$ cat src/rtl/prio_irq_pkg.sv
package prio_irq_pkg;
  // channel word field positions (software visible)
  localparam int unsigned PEND_BIT = 0;
  localparam int unsigned MASK_BIT = 1;
  localparam int unsigned PRIO_LSB = 2;

  // strobes from control to datapath
  typedef struct packed {
    logic wrFire;
    logic ackFire;
  } strobe_t;
endpackage

$ cat src/rtl/prio_irq_dp.sv
module prio_irq_dp
  import prio_irq_pkg::*;
#(
  parameter int unsigned NUM_CH = 8,
  parameter int unsigned PRIO_W = 3,
  parameter int unsigned VEC_W  = 7,
  localparam int unsigned IDX_W  = (NUM_CH > 1) ? $clog2(NUM_CH) : 1,
  localparam int unsigned WORD_W = 2 + PRIO_W + VEC_W,
  localparam int unsigned VEC_LSB = PRIO_LSB + PRIO_W
) (
  input  logic                     clk,
  input  logic                     rstN,
  input  logic [NUM_CH-1:0]        trigIn,
  input  strobe_t                  strobe,
  input  logic [IDX_W-1:0]         regAddr,
  input  logic [WORD_W-1:0]        regWrData,
  input  logic [IDX_W-1:0]         ackIdx,
  output logic [WORD_W-1:0]        regRdData,
  output logic [NUM_CH-1:0]        pendVec,
  output logic [NUM_CH-1:0]        maskVec,
  output logic [NUM_CH*PRIO_W-1:0] prioFlat,
  output logic [NUM_CH*VEC_W-1:0]  vecFlat
);
  localparam logic [PRIO_W-1:0] PRIO_RESET = {PRIO_W{1'b1}};

  for (genvar c = 0; c < NUM_CH; c++) begin : g_ch
    logic              pendR;
    logic              maskR;
    logic [PRIO_W-1:0] prioR;
    logic [VEC_W-1:0]  vecR;
    logic              wrHit;
    logic              ackHit;

    assign wrHit  = strobe.wrFire  && (regAddr == IDX_W'(c));
    assign ackHit = strobe.ackFire && (ackIdx  == IDX_W'(c));

    always_ff @(posedge clk or negedge rstN) begin
      if (!rstN) begin
        pendR <= 1'b0;
        maskR <= 1'b0;
        prioR <= PRIO_RESET;
        vecR  <= '0;
      end else begin
        if (wrHit) begin
          maskR <= regWrData[MASK_BIT];
          prioR <= regWrData[PRIO_LSB +: PRIO_W];
          vecR  <= regWrData[VEC_LSB +: VEC_W];
        end
        // trigger dominates software clear and acknowledge clear
        if (trigIn[c])   pendR <= 1'b1;
        else if (wrHit)  pendR <= regWrData[PEND_BIT];
        else if (ackHit) pendR <= 1'b0;
      end
    end

    assign pendVec[c] = pendR;
    assign maskVec[c] = maskR;
    assign prioFlat[c*PRIO_W +: PRIO_W] = prioR;
    assign vecFlat[c*VEC_W +: VEC_W]    = vecR;
  end

  always_comb begin
    regRdData = '0;
    for (int i = 0; i < NUM_CH; i++) begin
      if (regAddr == IDX_W'(i)) begin
        regRdData = {vecFlat[i*VEC_W +: VEC_W], prioFlat[i*PRIO_W +: PRIO_W],
                     maskVec[i], pendVec[i]};
      end
    end
  end
endmodule

$ cat src/rtl/prio_irq_ctrl.sv
module prio_irq_ctrl
  import prio_irq_pkg::*;
#(
  parameter int unsigned NUM_CH = 8,
  parameter int unsigned PRIO_W = 3,
  parameter int unsigned VEC_W  = 7,
  localparam int unsigned IDX_W = (NUM_CH > 1) ? $clog2(NUM_CH) : 1
) (
  input  logic                     clk,
  input  logic                     rstN,
  input  logic [NUM_CH-1:0]        pendVec,
  input  logic [NUM_CH-1:0]        maskVec,
  input  logic [NUM_CH*PRIO_W-1:0] prioFlat,
  input  logic [NUM_CH*VEC_W-1:0]  vecFlat,
  input  logic                     globalEn,
  input  logic [PRIO_W-1:0]        cpuPrio,
  input  logic                     ackIn,
  input  logic                     regWrEn,
  output strobe_t                  strobe,
  output logic [IDX_W-1:0]         winIdx,
  output logic                     reqValid,
  output logic [VEC_W-1:0]         reqVector,
  output logic [PRIO_W-1:0]        reqPrio
);
  localparam logic [PRIO_W-1:0] PRIO_NEVER = {PRIO_W{1'b1}};

  logic              found;
  logic [IDX_W-1:0]  bestIdx;
  logic [PRIO_W-1:0] bestPrio;
  logic [VEC_W-1:0]  bestVec;
  logic              ackFire;

  assign ackFire        = ackIn && reqValid;
  assign strobe.ackFire = ackFire;
  assign strobe.wrFire  = regWrEn;

  // strict '<' on priority keeps the lowest index among equals
  always_comb begin
    found    = 1'b0;
    bestIdx  = '0;
    bestPrio = '0;
    bestVec  = '0;
    for (int i = 0; i < NUM_CH; i++) begin
      if (pendVec[i] && maskVec[i] && globalEn
          && (prioFlat[i*PRIO_W +: PRIO_W] != PRIO_NEVER)
          && (prioFlat[i*PRIO_W +: PRIO_W] < cpuPrio)
          && !(ackFire && (winIdx == IDX_W'(i)))
          && (!found || (prioFlat[i*PRIO_W +: PRIO_W] < bestPrio))) begin
        found    = 1'b1;
        bestIdx  = IDX_W'(i);
        bestPrio = prioFlat[i*PRIO_W +: PRIO_W];
        bestVec  = vecFlat[i*VEC_W +: VEC_W];
      end
    end
  end

  always_ff @(posedge clk or negedge rstN) begin
    if (!rstN) begin
      reqValid  <= 1'b0;
      reqVector <= '0;
      reqPrio   <= '0;
      winIdx    <= '0;
    end else begin
      reqValid  <= found;
      reqVector <= bestVec;
      reqPrio   <= bestPrio;
      winIdx    <= bestIdx;
    end
  end
endmodule

$ cat src/rtl/prio_irq_bank.sv
module prio_irq_bank
  import prio_irq_pkg::*;
#(
  parameter int unsigned NUM_CH = 8,
  parameter int unsigned PRIO_W = 3,
  parameter int unsigned VEC_W  = 7,
  localparam int unsigned IDX_W  = (NUM_CH > 1) ? $clog2(NUM_CH) : 1,
  localparam int unsigned WORD_W = 2 + PRIO_W + VEC_W
) (
  input  logic              clk,
  input  logic              rstN,
  input  logic [NUM_CH-1:0] trigIn,
  input  logic              regWrEn,
  input  logic [IDX_W-1:0]  regAddr,
  input  logic [WORD_W-1:0] regWrData,
  output logic [WORD_W-1:0] regRdData,
  input  logic              globalEn,
  input  logic [PRIO_W-1:0] cpuPrio,
  input  logic              ackIn,
  output logic              reqValid,
  output logic [VEC_W-1:0]  reqVector,
  output logic [PRIO_W-1:0] reqPrio
);
  strobe_t                  strobe;
  logic [IDX_W-1:0]         winIdx;
  logic [NUM_CH-1:0]        pendVec;
  logic [NUM_CH-1:0]        maskVec;
  logic [NUM_CH*PRIO_W-1:0] prioFlat;
  logic [NUM_CH*VEC_W-1:0]  vecFlat;

  prio_irq_dp #(.NUM_CH(NUM_CH), .PRIO_W(PRIO_W), .VEC_W(VEC_W)) u_dp (
    .clk(clk), .rstN(rstN), .trigIn(trigIn), .strobe(strobe),
    .regAddr(regAddr), .regWrData(regWrData), .ackIdx(winIdx),
    .regRdData(regRdData), .pendVec(pendVec), .maskVec(maskVec),
    .prioFlat(prioFlat), .vecFlat(vecFlat)
  );

  prio_irq_ctrl #(.NUM_CH(NUM_CH), .PRIO_W(PRIO_W), .VEC_W(VEC_W)) u_ctrl (
    .clk(clk), .rstN(rstN), .pendVec(pendVec), .maskVec(maskVec),
    .prioFlat(prioFlat), .vecFlat(vecFlat), .globalEn(globalEn),
    .cpuPrio(cpuPrio), .ackIn(ackIn), .regWrEn(regWrEn), .strobe(strobe),
    .winIdx(winIdx), .reqValid(reqValid), .reqVector(reqVector),
    .reqPrio(reqPrio)
  );
endmodule

$ cat config.mk
export PLATFORM = sky130hd
export DESIGN_NAME = prio_irq_bank
export DESIGN_NICKNAME = d
export VERILOG_FILES = /design/src/rtl/prio_irq_pkg.sv /design/src/rtl/prio_irq_dp.sv /design/src/rtl/prio_irq_ctrl.sv /design/src/rtl/prio_irq_bank.sv
export SDC_FILE = /design/constraint.sdc
export NUM_CORES = 1
export LEC_CHECK = 0
export ABC_AREA = 1
export BUFFER_PORTS_ARGS = -buffer_cell sky130_fd_sc_hd__buf_4
export CAP_MARGIN = 10
export CORE_UTILIZATION = 55
export CTS_CLUSTER_DIAMETER = 120
export DETAILED_ROUTE_END_ITERATION = 16
export PLACE_DENSITY = 0.74
export SYNTH_ARGS = -nofsm -noshare
export SYNTH_HDL_FRONTEND = slang
export SYNTH_SLANG_ARGS = --single-unit
$ cat constraint.sdc
create_clock -name clk -period 15.05 [get_ports clk]
set_input_delay 0.7525 -clock clk [delete_from_list [all_inputs] [get_ports clk]]
set_output_delay 0.7525 -clock clk [all_outputs]
set_load 0.03 [all_outputs]
==> key figures <==
CTS
  – Max clock buf depth: 2
  – Setup bufs post-CTS: 0
  – CTS tree: built
  – Cts repair resizes: 0
  – Clock latency at the later pin of the worst-skew pair: 370 ps
  – H-tree levels: 3
  – Clock transition at path regs: 80 ps
  – CTS Root Cell: clkbuf_16
  – Hold_buf cts: 0
  – CTS Sinks: 110
  – TritonCTS Buffers: 9

Worst setup path
  – Setup crit end: u_ctrl.reqVector[2]
  – Crit path max-delay family: simple AND/OR/NAND/NOR gates
  – Buffers & Inverters on Critical Path: 7
  – CP required: 15320 ps
  – Slowest Stage Delay on Critical Path: 390 ps
  – Reg2Reg Launch Point: u_dp.g_ch[0].prioR[2]
  – CP max stage cell: o21ai_0
  – R2R Path End: u_ctrl.reqVector[2]
  – Crit. path cell count: 60
  – CP Capture Type: flip-flop
  – Worst setup path class: primary input to flip-flop
  – R2R setup slack: 5350 ps
  – Worst setup SP type: primary input
  – Reg2Reg Depth: 58
  – CP startpoint: cpuPrio[2]
  – Crit path DAT: 10180 ps
  – CP max FO: 21
  – Most used cell along the critical path: nand2_1

STA
  – Fin crit share: 65.90%
  – Final TNS setup: 0 ps
  – Setup WS post-layout: 5131 ps
  – Slew headroom: 19.29%
  – Final setup fails: 0
  – Layout Skew: 11.91 ps
  – Final min period: 9919 ps
  – Worst-Margin Slew: 1180 ps
  – RSZ-0062 raised after global routing: no
  – Final Hold Fails: 0
  – F_max: 0.1008 GHz
  – Pins Over Slew Limit: 0

Global route
  – Routing usage on met3: 5.572%
  – Tot GR Track Use: 33.39%
  – Initial antenna violation count: 0
  – First-pass GRT wire length: 29690 µm
  – Global route hottest layer: met2
  – Vias in the first global route: 5851
  – Met2 usage: 53.79%
  – Met1 Track Usage GR: 43.43%
  – GRT overflow: 0
  – Largest net degree at the start of global routing: 70

Power and ir drop
  – Max rail drop VDD: 110.5 µV
  – PwrDens: 146.2 mW/mm²
  – Static Leak: 3.498 nW
  – Tot Pwr: 1.054 mW

Min path
  – Hold WC Path Type: primary input to asynchronous set/reset pin

Logic synthesis
  – Largest cells by area after synthesis: dfrtp_1, nand2_1, o21ai_0, dfstp_2, ha_1
  – Xor and xnor area share after synthesis: 0%
  – Synthesized area per cell: 7.663 µm²
  – Post-synth EDFFs: 0
  – Post-synthesis cell type count: 34
  – FF+latch count, synth: 110
  – Area leader, netlist: dfrtp_1
  – Async S/R FF share, synth: 100.0%
  – Seq/Total Area, Yosys: 43.44%
  – Most frequent cell after synthesis: nand2_1
  – Top FF cell, synth: dfrtp_1
  – Cell count after synthesis: 836
  – Post-Syn Nets: 897
  – Compound-Gate Fraction of Synth Area: 19.08%
  – Area share of the largest cell type after synthesis: 33.59%
  – Adder-cell share of the synthesized area: 5.859%
  – Total number of yosys warnings: 0
  – Largest family of logic cells by synthesized area: simple AND/OR/NAND/NOR gates
  – Synth Area in Simple Gates: 24.16%
  – Mapped cell area: 0.006406 mm²
  – Mux contribution to synthesized area: 0%
  – Synth cell count leaders: nand2_1, o21ai_0, inv_1

Placed design
  – IO Port Bufs: 53
  – Placement Setup Slack: 4865 ps
  – DP Cell Count: 1009
  – GPL Wtd Cong: 1.032
  – DP HPWL: 14120 µm

Job
  – Max-Cap Viols: 0

Routing
  – DR iter-0 viols: 432
  – Via count: 6074
  – Routed WL: 18450 µm
  – DRC viols: 0
  – Final ANT Viol Nets: 0
  – Vias per cell: 5.926
  – Wire per inst: 18.00 µm
  – Drt first pass iters: 5

Die
  – Row cnt: 39
  – Starting Density: 56.34%
  – Ports: 54
  – Die W: 109.9 µm
  – Die Y: 109.9 µm
  – Core Region: 0.01137 mm²
  – Die area: 0.01208 mm²

Finish
  – Non-filler cells, final: 1025
  – Fraction of final layout cells sized beyond drive strength 1: 14.29%
  – Nets: 938
  – Syn-to-layout area delta: 12.52%
  – Ant. Diodes: 0

Outcome
  – Run status: complete, no violations
-- sequential cells by signal, summed over array words and instances, names as in the netlist --
signal	count
u_dp.g_ch.prioR	24
u_ctrl.reqVector	7
u_dp.g_ch.pendR	8
u_ctrl.reqPrio	3
u_dp.g_ch.vecR	56
u_dp.g_ch.maskR	8
u_ctrl.reqValid	1
u_ctrl.winIdx	3
-- through the flow --
stage,utilization [%],cell area (µm²),hold WS [ps]
6_report,63.40,7208,365.4
5_1_grt,63.40,7208,402.4
4_1_cts,63.40,7208,384.4
3_5_place_dp,60.68,6899,496.2
3_3_place_gp,60.68,6899,492.9
2_1_floorplan,-,6406,456.9
-- power by group --
group	leakage [nW]	internal (mW)	switching, mW
sequential	1.30	0.370	0.0544
combinational	2.04	0.138	0.245
clock	0.152	0.120	0.126
-- placed cells by master (no fill, tap or decap), drive strengths merged, types with 13 or more instances in the layout --
cell type    n
a21oi       19
nand2      266
dfstp       24
buf         58
nand3       40
nand4       13
o211ai      27
o21ai      130
ha          30
inv         94
dfrtp       86
nor2        30
-- layout make-up --
class,instances,area (µm²)
Clock buffer,9,225.2
Clock inverter,7,83.83
Fill cell,987,4161
Inverter,95,356.6
Multi-Input combinational cell,603,3146
Sequential cell,110,2783
Tap cell,143,178.9
Timing Repair Buffer,58,435.4
-- cell families after synthesis --
group,Yosys count
AOI/OAI and AO/OA,208
adders and majority gates,30
buffers and inverters,123
DFF,110
and+or+nand+nor,365
-- layer usage --
metal,vias up,share of wire [%]
met2,263,47
met4,0,3.7
met1,2867,43
met3,56,6.2
li1,2888,-
met5,-,0
-- worst register-to-register path: cells and delay by family (launching register included) --
kind,cells,cell delay (ps)
simple gates,35,3700
compound gates,10,2700
fa+ha+maj,8,2370
flops,1,590
buf+inv,5,270
-- worst min path at each step --
stage | depth (start not counted) | from | slack [ps] | end
2_1_floorplan | 0 | rstN | 460 | u_ctrl.reqPrio[0]
3_3_place_gp | 2 | u_dp.g_ch[3].vecR[4] | 490 | u_dp.g_ch[3].vecR[4]
3_5_place_dp | 2 | u_dp.g_ch[7].vecR[5] | 500 | u_dp.g_ch[7].vecR[5]
4_1_cts | 1 | rstN | 380 | u_dp.g_ch[7].pendR
5_1_grt | 1 | rstN | 400 | u_dp.g_ch[4].maskR
6_report | 1 | rstN | 370 | u_dp.g_ch[7].pendR
(Power assumes the default switching activity.)
